**config.mk**
```make
export PLATFORM = sky130hd
export DESIGN_NAME = typematic_timer
export DESIGN_NICKNAME = d
export VERILOG_FILES = /design/src/rtl/tmt_pkg.sv /design/src/rtl/tmt_rate_decode.sv /design/src/rtl/tmt_countdown.sv /design/src/rtl/typematic_timer.sv
export SDC_FILE = /design/constraint.sdc
export NUM_CORES = 1
export LEC_CHECK = 0
export ABC_AREA = 1
export BUFFER_PORTS_ARGS = -buffer_cell sky130_fd_sc_hd__buf_4
export CORE_ASPECT_RATIO = 1.25
export CORE_MARGIN = 8
export CORE_UTILIZATION = 57
export CTS_CLUSTER_SIZE = 28
export DETAILED_ROUTE_END_ITERATION = 8
export GPL_TIMING_DRIVEN = 0
export PLACE_DENSITY = 0.75
export SLEW_MARGIN = 20
export SYNTH_ARGS = -nofsm -noshare
export SYNTH_HDL_FRONTEND = slang
export SYNTH_SLANG_ARGS = --single-unit
```
**constraint.sdc**
```tcl
create_clock -name clk -period 23.9 [get_ports clk]
set_clock_uncertainty 0.2 [all_clocks]
set_input_delay 4.78 -clock clk [delete_from_list [all_inputs] [get_ports clk]]
set_output_delay 4.78 -clock clk [all_outputs]
set_load 0.05 [all_outputs]
```
**src/rtl/tmt_pkg.sv**
```systemverilog
package tmt_pkg;
    typedef enum logic [1:0] {
        ST_IDLE   = 2'd0,
        ST_DELAY  = 2'd1,
        ST_REPEAT = 2'd2
    } tm_state_e;

    localparam logic [6:0] RATE_POR = 7'h2B;
endpackage

```
**src/rtl/tmt_rate_decode.sv**
```systemverilog
module tmt_rate_decode #(
    parameter int CNT_W      = 10,
    parameter int DELAY_STEP = 250,
    parameter int PER_MUL    = 417,
    parameter int PER_DIV    = 100
) (
    input  logic [6:0]       rate,
    output logic [CNT_W-1:0] delay_ticks,
    output logic [CNT_W-1:0] period_ticks
);
    localparam int ROUND = PER_DIV / 2;

    logic [2:0]  mant;
    logic [1:0]  expo;
    logic [1:0]  dcode;
    logic [31:0] scaled;
    logic [31:0] per_full;
    logic [31:0] dly_full;

    always_comb begin
        mant     = rate[2:0];
        expo     = rate[4:3];
        dcode    = rate[6:5];
        // mantissa (8+A) shifted by exponent B, then scaled and rounded
        scaled   = (32'd8 + 32'(mant)) << expo;
        per_full = (scaled * 32'(PER_MUL) + 32'(ROUND)) / 32'(PER_DIV);
        dly_full = (32'(dcode) + 32'd1) * 32'(DELAY_STEP);
    end

    assign delay_ticks  = CNT_W'(dly_full);
    assign period_ticks = CNT_W'(per_full);
endmodule

```
**src/rtl/tmt_countdown.sv**
```systemverilog
module tmt_countdown #(
    parameter int CNT_W = 10
) (
    input  logic             clk,
    input  logic             rst_n,
    input  logic             load,
    input  logic [CNT_W-1:0] load_val,
    input  logic             run,
    input  logic             tick,
    output logic             expire
);
    logic [CNT_W-1:0] cnt_q;

    always_ff @(posedge clk or negedge rst_n) begin
        if (!rst_n) begin
            cnt_q <= '0;
        end else if (load) begin
            cnt_q <= load_val;
        end else if (run && tick && cnt_q != '0) begin
            cnt_q <= cnt_q - CNT_W'(1);
        end
    end

    assign expire = run && tick && (cnt_q == CNT_W'(1));
endmodule

```
**src/rtl/typematic_timer.sv**
```systemverilog
module typematic_timer #(
    parameter int KEY_W      = 8,
    parameter int CNT_W      = 10,
    parameter int DELAY_STEP = 250,
    parameter int PER_MUL    = 417,
    parameter int PER_DIV    = 100
) (
    input  logic             clk,
    input  logic             rst_n,
    input  logic             tick_1ms,
    input  logic             key_press,
    input  logic             key_release,
    input  logic [KEY_W-1:0] key_code,
    input  logic             kb_enable,
    input  logic             kb_disable,
    input  logic             load_dflt,
    input  logic             cfg_we,
    input  logic [7:0]       cfg_data,
    output logic             rep_valid,
    output logic [KEY_W-1:0] rep_code
);
    import tmt_pkg::*;

    tm_state_e        state_q, state_d;
    logic             en_q;
    logic [6:0]       rate_q;
    logic [KEY_W-1:0] key_q;
    logic             valid_q;

    logic             ctl_clr;
    logic             press_ok;
    logic             rel_hit;
    logic             expire;
    logic             fire_rep;
    logic             cnt_load;
    logic [CNT_W-1:0] cnt_val;
    logic [CNT_W-1:0] delay_ticks;
    logic [CNT_W-1:0] period_ticks;

    // event qualification, priority: control > press > release > expiry
    assign ctl_clr  = kb_disable | kb_enable | load_dflt;
    assign press_ok = !ctl_clr && key_press && en_q;
    assign rel_hit  = !ctl_clr && !press_ok && key_release &&
                      (state_q != ST_IDLE) && (key_code == key_q);
    assign fire_rep = !ctl_clr && !press_ok && !rel_hit && expire;
    assign cnt_load = press_ok | fire_rep;
    assign cnt_val  = press_ok ? delay_ticks : period_ticks;

    tmt_rate_decode #(
        .CNT_W      (CNT_W),
        .DELAY_STEP (DELAY_STEP),
        .PER_MUL    (PER_MUL),
        .PER_DIV    (PER_DIV)
    ) u_decode (
        .rate         (rate_q),
        .delay_ticks  (delay_ticks),
        .period_ticks (period_ticks)
    );

    tmt_countdown #(
        .CNT_W (CNT_W)
    ) u_count (
        .clk      (clk),
        .rst_n    (rst_n),
        .load     (cnt_load),
        .load_val (cnt_val),
        .run      (state_q != ST_IDLE),
        .tick     (tick_1ms),
        .expire   (expire)
    );

    // next-state logic
    always_comb begin
        state_d = state_q;
        unique case (state_q)
            ST_IDLE: begin
                if (press_ok) state_d = ST_DELAY;
            end
            ST_DELAY: begin
                if (ctl_clr)       state_d = ST_IDLE;
                else if (press_ok) state_d = ST_DELAY;
                else if (rel_hit)  state_d = ST_IDLE;
                else if (fire_rep) state_d = ST_REPEAT;
            end
            ST_REPEAT: begin
                if (ctl_clr)       state_d = ST_IDLE;
                else if (press_ok) state_d = ST_DELAY;
                else if (rel_hit)  state_d = ST_IDLE;
            end
            default: state_d = ST_IDLE;
        endcase
    end

    // state register
    always_ff @(posedge clk or negedge rst_n) begin
        if (!rst_n) state_q <= ST_IDLE;
        else        state_q <= state_d;
    end

    // outputs and held configuration
    always_ff @(posedge clk or negedge rst_n) begin
        if (!rst_n) begin
            valid_q <= 1'b0;
            key_q   <= '0;
            en_q    <= 1'b1;
            rate_q  <= RATE_POR;
        end else begin
            valid_q <= press_ok | fire_rep;

            if (ctl_clr || rel_hit) key_q <= '0;
            else if (press_ok)      key_q <= key_code;

            if (kb_disable)     en_q <= 1'b0;
            else if (kb_enable) en_q <= 1'b1;

            if (load_dflt)                   rate_q <= RATE_POR;
            else if (cfg_we && !cfg_data[7]) rate_q <= cfg_data[6:0];
        end
    end

    assign rep_valid = valid_q;
    assign rep_code  = key_q;
endmodule

```
# == Word-level counts from Yosys, hierarchy flattened ==
# Cells that the tools add are included.
# totals
input_bits,25
wordCells,67
register_bits,29
output_inout_bits,9
# op_classes
shifts,1
bitwise,3
muxes,18
reduce_logical,25
n_eq_ne,7
n_div,1
n_mul,2
addsub,4
# op_table
op,count
$add A32 B6 Y32 const B,1
$div A32 B7 Y32 const B,1
$mul A32 B7 Y9 const B,1
$mul A32 B9 Y32 const B,1
$shl A32 B2 Y32,1
$mux W10,3
$mux W2,8
$mux W8,2
$mux W7,2
$logic_and A1 B1 Y1,12
$eq A10 B1 Y1 const B,1
$reduce_bool A10 Y1,1
$reduce_bool A2 Y1,5
$sub A10 B1 Y10 const B,1
$eq A8 B8 Y1,1
$pmux W2 S3,1
$add A4 B3 Y5 const A,1
$ne A5 B5 Y1 const B,1
$logic_not A1 Y1,4
$ne A4 B4 Y1 const B,1
$add A2 B1 Y3 const B,1
$or A1 B1 Y1,3
$reduce_and A3 Y1,1
$eq A2 B1 Y1 const B,1
5 further kinds,6

# == Depth between registers and ports, before layout ==
# logic_depth
ltp_word,18
depth_mapped,108
ltp_nobuf,104

# == Hierarchy ==
# Synthesis repeated with hierarchy kept, for this count alone.
# unflattened
hier_cells,1541
hier_area_um2,8590.7
# by_module_without_submodules
module,area_each_um2,seq_area_each_um2,n_inst,cells_per_inst
tmt_rate_decode,6746.5,0.0,1,1276
typematic_timer,1082.3,481.7,1,148
tmt_countdown,762.0,250.2,1,117

# == Least setup slack after synthesis ==
# OpenSTA, ideal clock, no wires.
# synth_path
path_type,register -> register
start,reg rate_q[3]
end,reg u_count.cnt_q[0]
t_arrival_ps,11187
period_less_slack_ps,11510
path_stages_with_launch,89
path_slack_ps,12390
path_cell_list,dfstp_2 -> buf_2 -> o21ai_0 -> o21ai_0 -> ha_1 -> inv_1 -> fa_1 -> ha_1 -> ha_1 -> ha_1 -> ha_1 -> nand2_1 -> nor2_1 -> nand3_1 -> nand3_1 -> nand2_1 -> nand2_2 -> nand3_1 -> [... 53 more ...] -> nor2_8 -> nand3_4 -> buf_6 -> nand2_1 -> nand2_1 -> nor2_2 -> nand2_1 -> nor2_1 -> nand2_2 -> nand2_2 -> buf_6 -> nand2_2 -> o21ai_2 -> inv_1 -> a21oi_1 -> nand3_1 -> nand2_1 -> a21oi_1
# synth_via
elab_chain_len,6
# synth_rtl
item,line_no,text
start: declaration,typematic_timer.sv:26,logic [6:0] rate_q;
start signal: assignment,typematic_timer.sv:117,else if (cfg_we && !cfg_data[7]) rate_q <= cfg_data[6:0];
$shl A32 B2 Y32,tmt_rate_decode.sv:25,scaled = (32'd8 + 32'(mant)) << expo;
$mul A32 B9 Y32,tmt_rate_decode.sv:26,per_full = (scaled * 32'(PER_MUL) + 32'(ROUND)) / 32'(PER_DIV);
$add A32 B6 Y32,tmt_rate_decode.sv:26,
$div A32 B7 Y32,tmt_rate_decode.sv:26,
$mux W10,typematic_timer.sv:47,assign cnt_val = press_ok ? delay_ticks : period_ticks;
$mux W10,tmt_countdown.sv:17,end else if (load) begin
end signal: assignment,tmt_countdown.sv:18,cnt_q <= load_val;
end signal: assignment,tmt_countdown.sv:20,cnt_q <= cnt_q - CNT_W'(1);
end: declaration,tmt_countdown.sv:12,logic [CNT_W-1:0] cnt_q;
# No other way between the ends.
# A chain may end at the register's enable or synchronous reset.

# == Final worst setup path ==
# Same ends and word-level chain as after synthesis.

==> impl_metrics.csv <==
group,metric,value,unit
synth,synth_area_leaders,"nand2_1, nand3_1, ha_1, inv_1, dfrtp_1",
global_route,grt-ovfl-total,0,
clock_tree,cts_tree,"done",
worst_hold_path,hold_end,"en_q",
setup_path,crit_type,"reg -> reg",
placed_design,port_buffers,33,
finish,multi_input_area,6440,µm²
floorplanning,die_area,18500,µm²
sta,finalCritPeriodShare,56.8,%
sta,setup_tns,0,ns
setup_path,r2r_start,"rate_q[3]",
drt,first_pass_iters,5,
drt,drc_errors,0,
synth,avgSynthCellArea,5.80,µm²
sta,finalMaxSlewViolations,0,
floorplanning,die_width,123,µm
worst_hold_path,whs_path_depth,2,
drt,detail_route.wl_per_cell,12.7,µm
synth,synth_seq_area_share,8.94,%
global_route,grt_pass1_wl,35000,µm
floorplanning,num_rows,49,
worst_hold_path,hold_class,"reg -> reg",
clock_tree,root_buffer,"clkbuf_16",
clock_tree,cts_resized,0,
synth,yosysUniqueCellTypes,56,
synth,ys_warn_count,0,
worst_hold_path,min_from,"en_q",
sta,setup-violations-final,0,
global_route,grt_pass1_vias,8075,
global_route,gr-usage-met3,1.28,%
clock_tree,holdBufCountCts,0,
sta,max_slew.worst_pin.slew,0.737,ns
sta,hold_violations,0,
setup_path,reg2reg_setup_slack,10.31,ns
synth,async_flop_share,100,%
drt,drt_iter0_drc,452,
sta,slew_headroom,50.4,%
drt,viasPerCell,5.38,
global_route,grt_max_degree,30,
setup_path,r2r-end,"u_count.cnt_q[0]",
setup_path,critPathTopFamily,"simple AND/OR/NAND/NOR gates",
finish,antenna_cells,0,
global_route,grt_busiest_layer,"met2",
finish,final_common_cell,"nand2_1",
sta,timing.fmax,73.6,MHz
finish,layout.nets,1541,
setup_path,cp_common_cell,"nand2_1",
synth,netlist_area,8190,µm²
flow_run,drv_cap,0,
status,status,"finished clean",
clock_tree,clock_latency,0.28,ns
synth,synthesis.nets,1501,
setup_path,cp_slowest_cell,"o21ai_0",
floorplanning,start_util,57.6,%
floorplanning,core,14200,µm²
global_route,antenna_found_initial,0,
clock_tree,clock_path_buffers,2,
sta,rsz0062_at_grt,"no",
drt,drtAntennaViolNets,0,
global_route,grt_use_met1,24.8,%
finish,fill_cells,1471,
synth,ys_ff_latch,29,
setup_path,startpoint_type,"flop",
finish,final_cell_mix,"nand2_1, inv_1, nand3_1",
placed_design,dpl.hpwl,17600,µm
setup_path,required,23.86,ns
setup_path,crit_arrival,13.55,ns
clock_tree,cts_setup_buffers,0,
synth,syn_inst,1413,
finish,ff_latch_area,732,µm²
clock_tree,htree_levels,2,
setup_path,max_stage_delay,0.60,ns
drt,vias,8783,
synth,synth_top_area_share,18.7,%
clock_tree,cts.sinks,29,
finish,area_growth,8.07,%
sta,finalCriticalPeriod,13.59,ns
drt,routed_wl,20800,µm
synth,synth_ff_type,"dfrtp_1",
synth,yosysTopAreaCell,"nand2_1",
clock_tree,cts_buffers,5,
setup_path,crit_buf_inv,12,
floorplanning,ios,34,
synth,synth_edf_count,0,
floorplanning,die_h,150,µm
setup_path,cp_max_fo,10,
setup_path,reg2reg_depth,82,
global_route,grt_usage,22.2,%
finish,drive_gt1_share,15.2,%
setup_path,crit_path_end_kind,"flop",
global_route,use_met2,43.8,%
placed_design,place_congestion,0.944,
clock_tree,path_clk_slew,0.05,ns
[final cells by class]
cell class                      count  share of cell area (%)
Inverter                          230                    9.75
Tap cell                          178                    2.52
Sequential cell                    29                    8.27
Buffer                             18                    1.74
Clock buffer                        5                    1.41
Clock inverter                      3                   0.735
Timing Repair Buffer               33                    2.80
Multi-Input combinational cell   1136                    72.8
[worst reg2reg max path: cells and delay by family, from the launching register on]
kind	cells	cell delay, ns
AO/OA/AOI/OAI	7	1.62
buffers and inverters	12	1.81
XOR/XNOR	1	0.32
flip-flops	1	0.51
adder cells (fa/ha/maj)	6	2.07
AND/OR/NAND/NOR	56	6.94
[worst max-delay path by stage]
stage | from | to | slack [ns] | cells past startpoint
floorplan | rate_q[3] | u_count.cnt_q[0] | 12.39 | 88
global placement | rate_q[3] | u_count.cnt_q[0] | 10.41 | 82
detailed placement | rate_q[3] | u_count.cnt_q[0] | 10.30 | 82
CTS | rate_q[3] | u_count.cnt_q[0] | 10.28 | 82
global route | rate_q[3] | u_count.cnt_q[0] | 9.03 | 89
finish | rate_q[3] | u_count.cnt_q[0] | 10.31 | 82
[per-stage QoR]
stage	utilization [%]	instance area [µm²]	std cells	hold WS, ns	worst slack (ns)
2_1_floorplan	-	8190	1413	0.264	12.39
3_3_place_gp	60.9	8660	1624	0.276	10.41
3_5_place_dp	60.9	8660	1624	0.275	10.30
4_1_cts	62.2	8850	1632	0.284	10.28
5_1_grt	62.2	8850	1632	0.350	9.03
6_report	62.2	8850	1632	0.281	10.31
[state kept, by name, summed over array words and instances (netlist names)]
name / cells
state_q: 2
rep_valid: 1
rep_code: 8
en_q: 1
rate_q: 7
u_count.cnt_q: 10
[per-layer routing]
layer | vias to the layer above | part of all wire (%)
met3 | 32 | 2.8
met2 | 154 | 54
met5 | - | 0
met4 | 0 | 1.6
met1 | 3964 | 42
li1 | 4633 | -
[cells in the mapped netlist (all sizes together), types with 3 or more instances]
master / instances
a22o: 3
fa: 6
a21oi: 50
and2: 4
nor3: 18
o211ai: 4
o21ai: 41
or2: 3
nand2: 467
nor2: 160
inv: 223
nor4: 3
dfstp: 5
a31oi: 6
nand3b: 8
clkbuf: 3
xor2: 45
clkinv: 7
dfrtp: 24
nand3: 182
o22ai: 5
ha: 57
xnor2: 12
o21bai: 4
nand4: 47
buf: 15
[kinds of logic (layout without fill, tap and decap cells)]
family / Yosys count / after routing / synth area share, %
AO/OA/AOI/OAI: 123 / 123 / 8.97
XOR/XNOR: 57 / 57 / 6.37
adder cells (fa/ha/maj): 63 / 63 / 10.2
buffers and inverters: 248 / 289 / 12.4
flip-flops: 29 / 29 / 8.94
AND/OR/NAND/NOR: 893 / 893 / 53.1
Power is not shown: default switching activity piles up to over one toggle a cycle in this logic, so the estimate is an artifact.
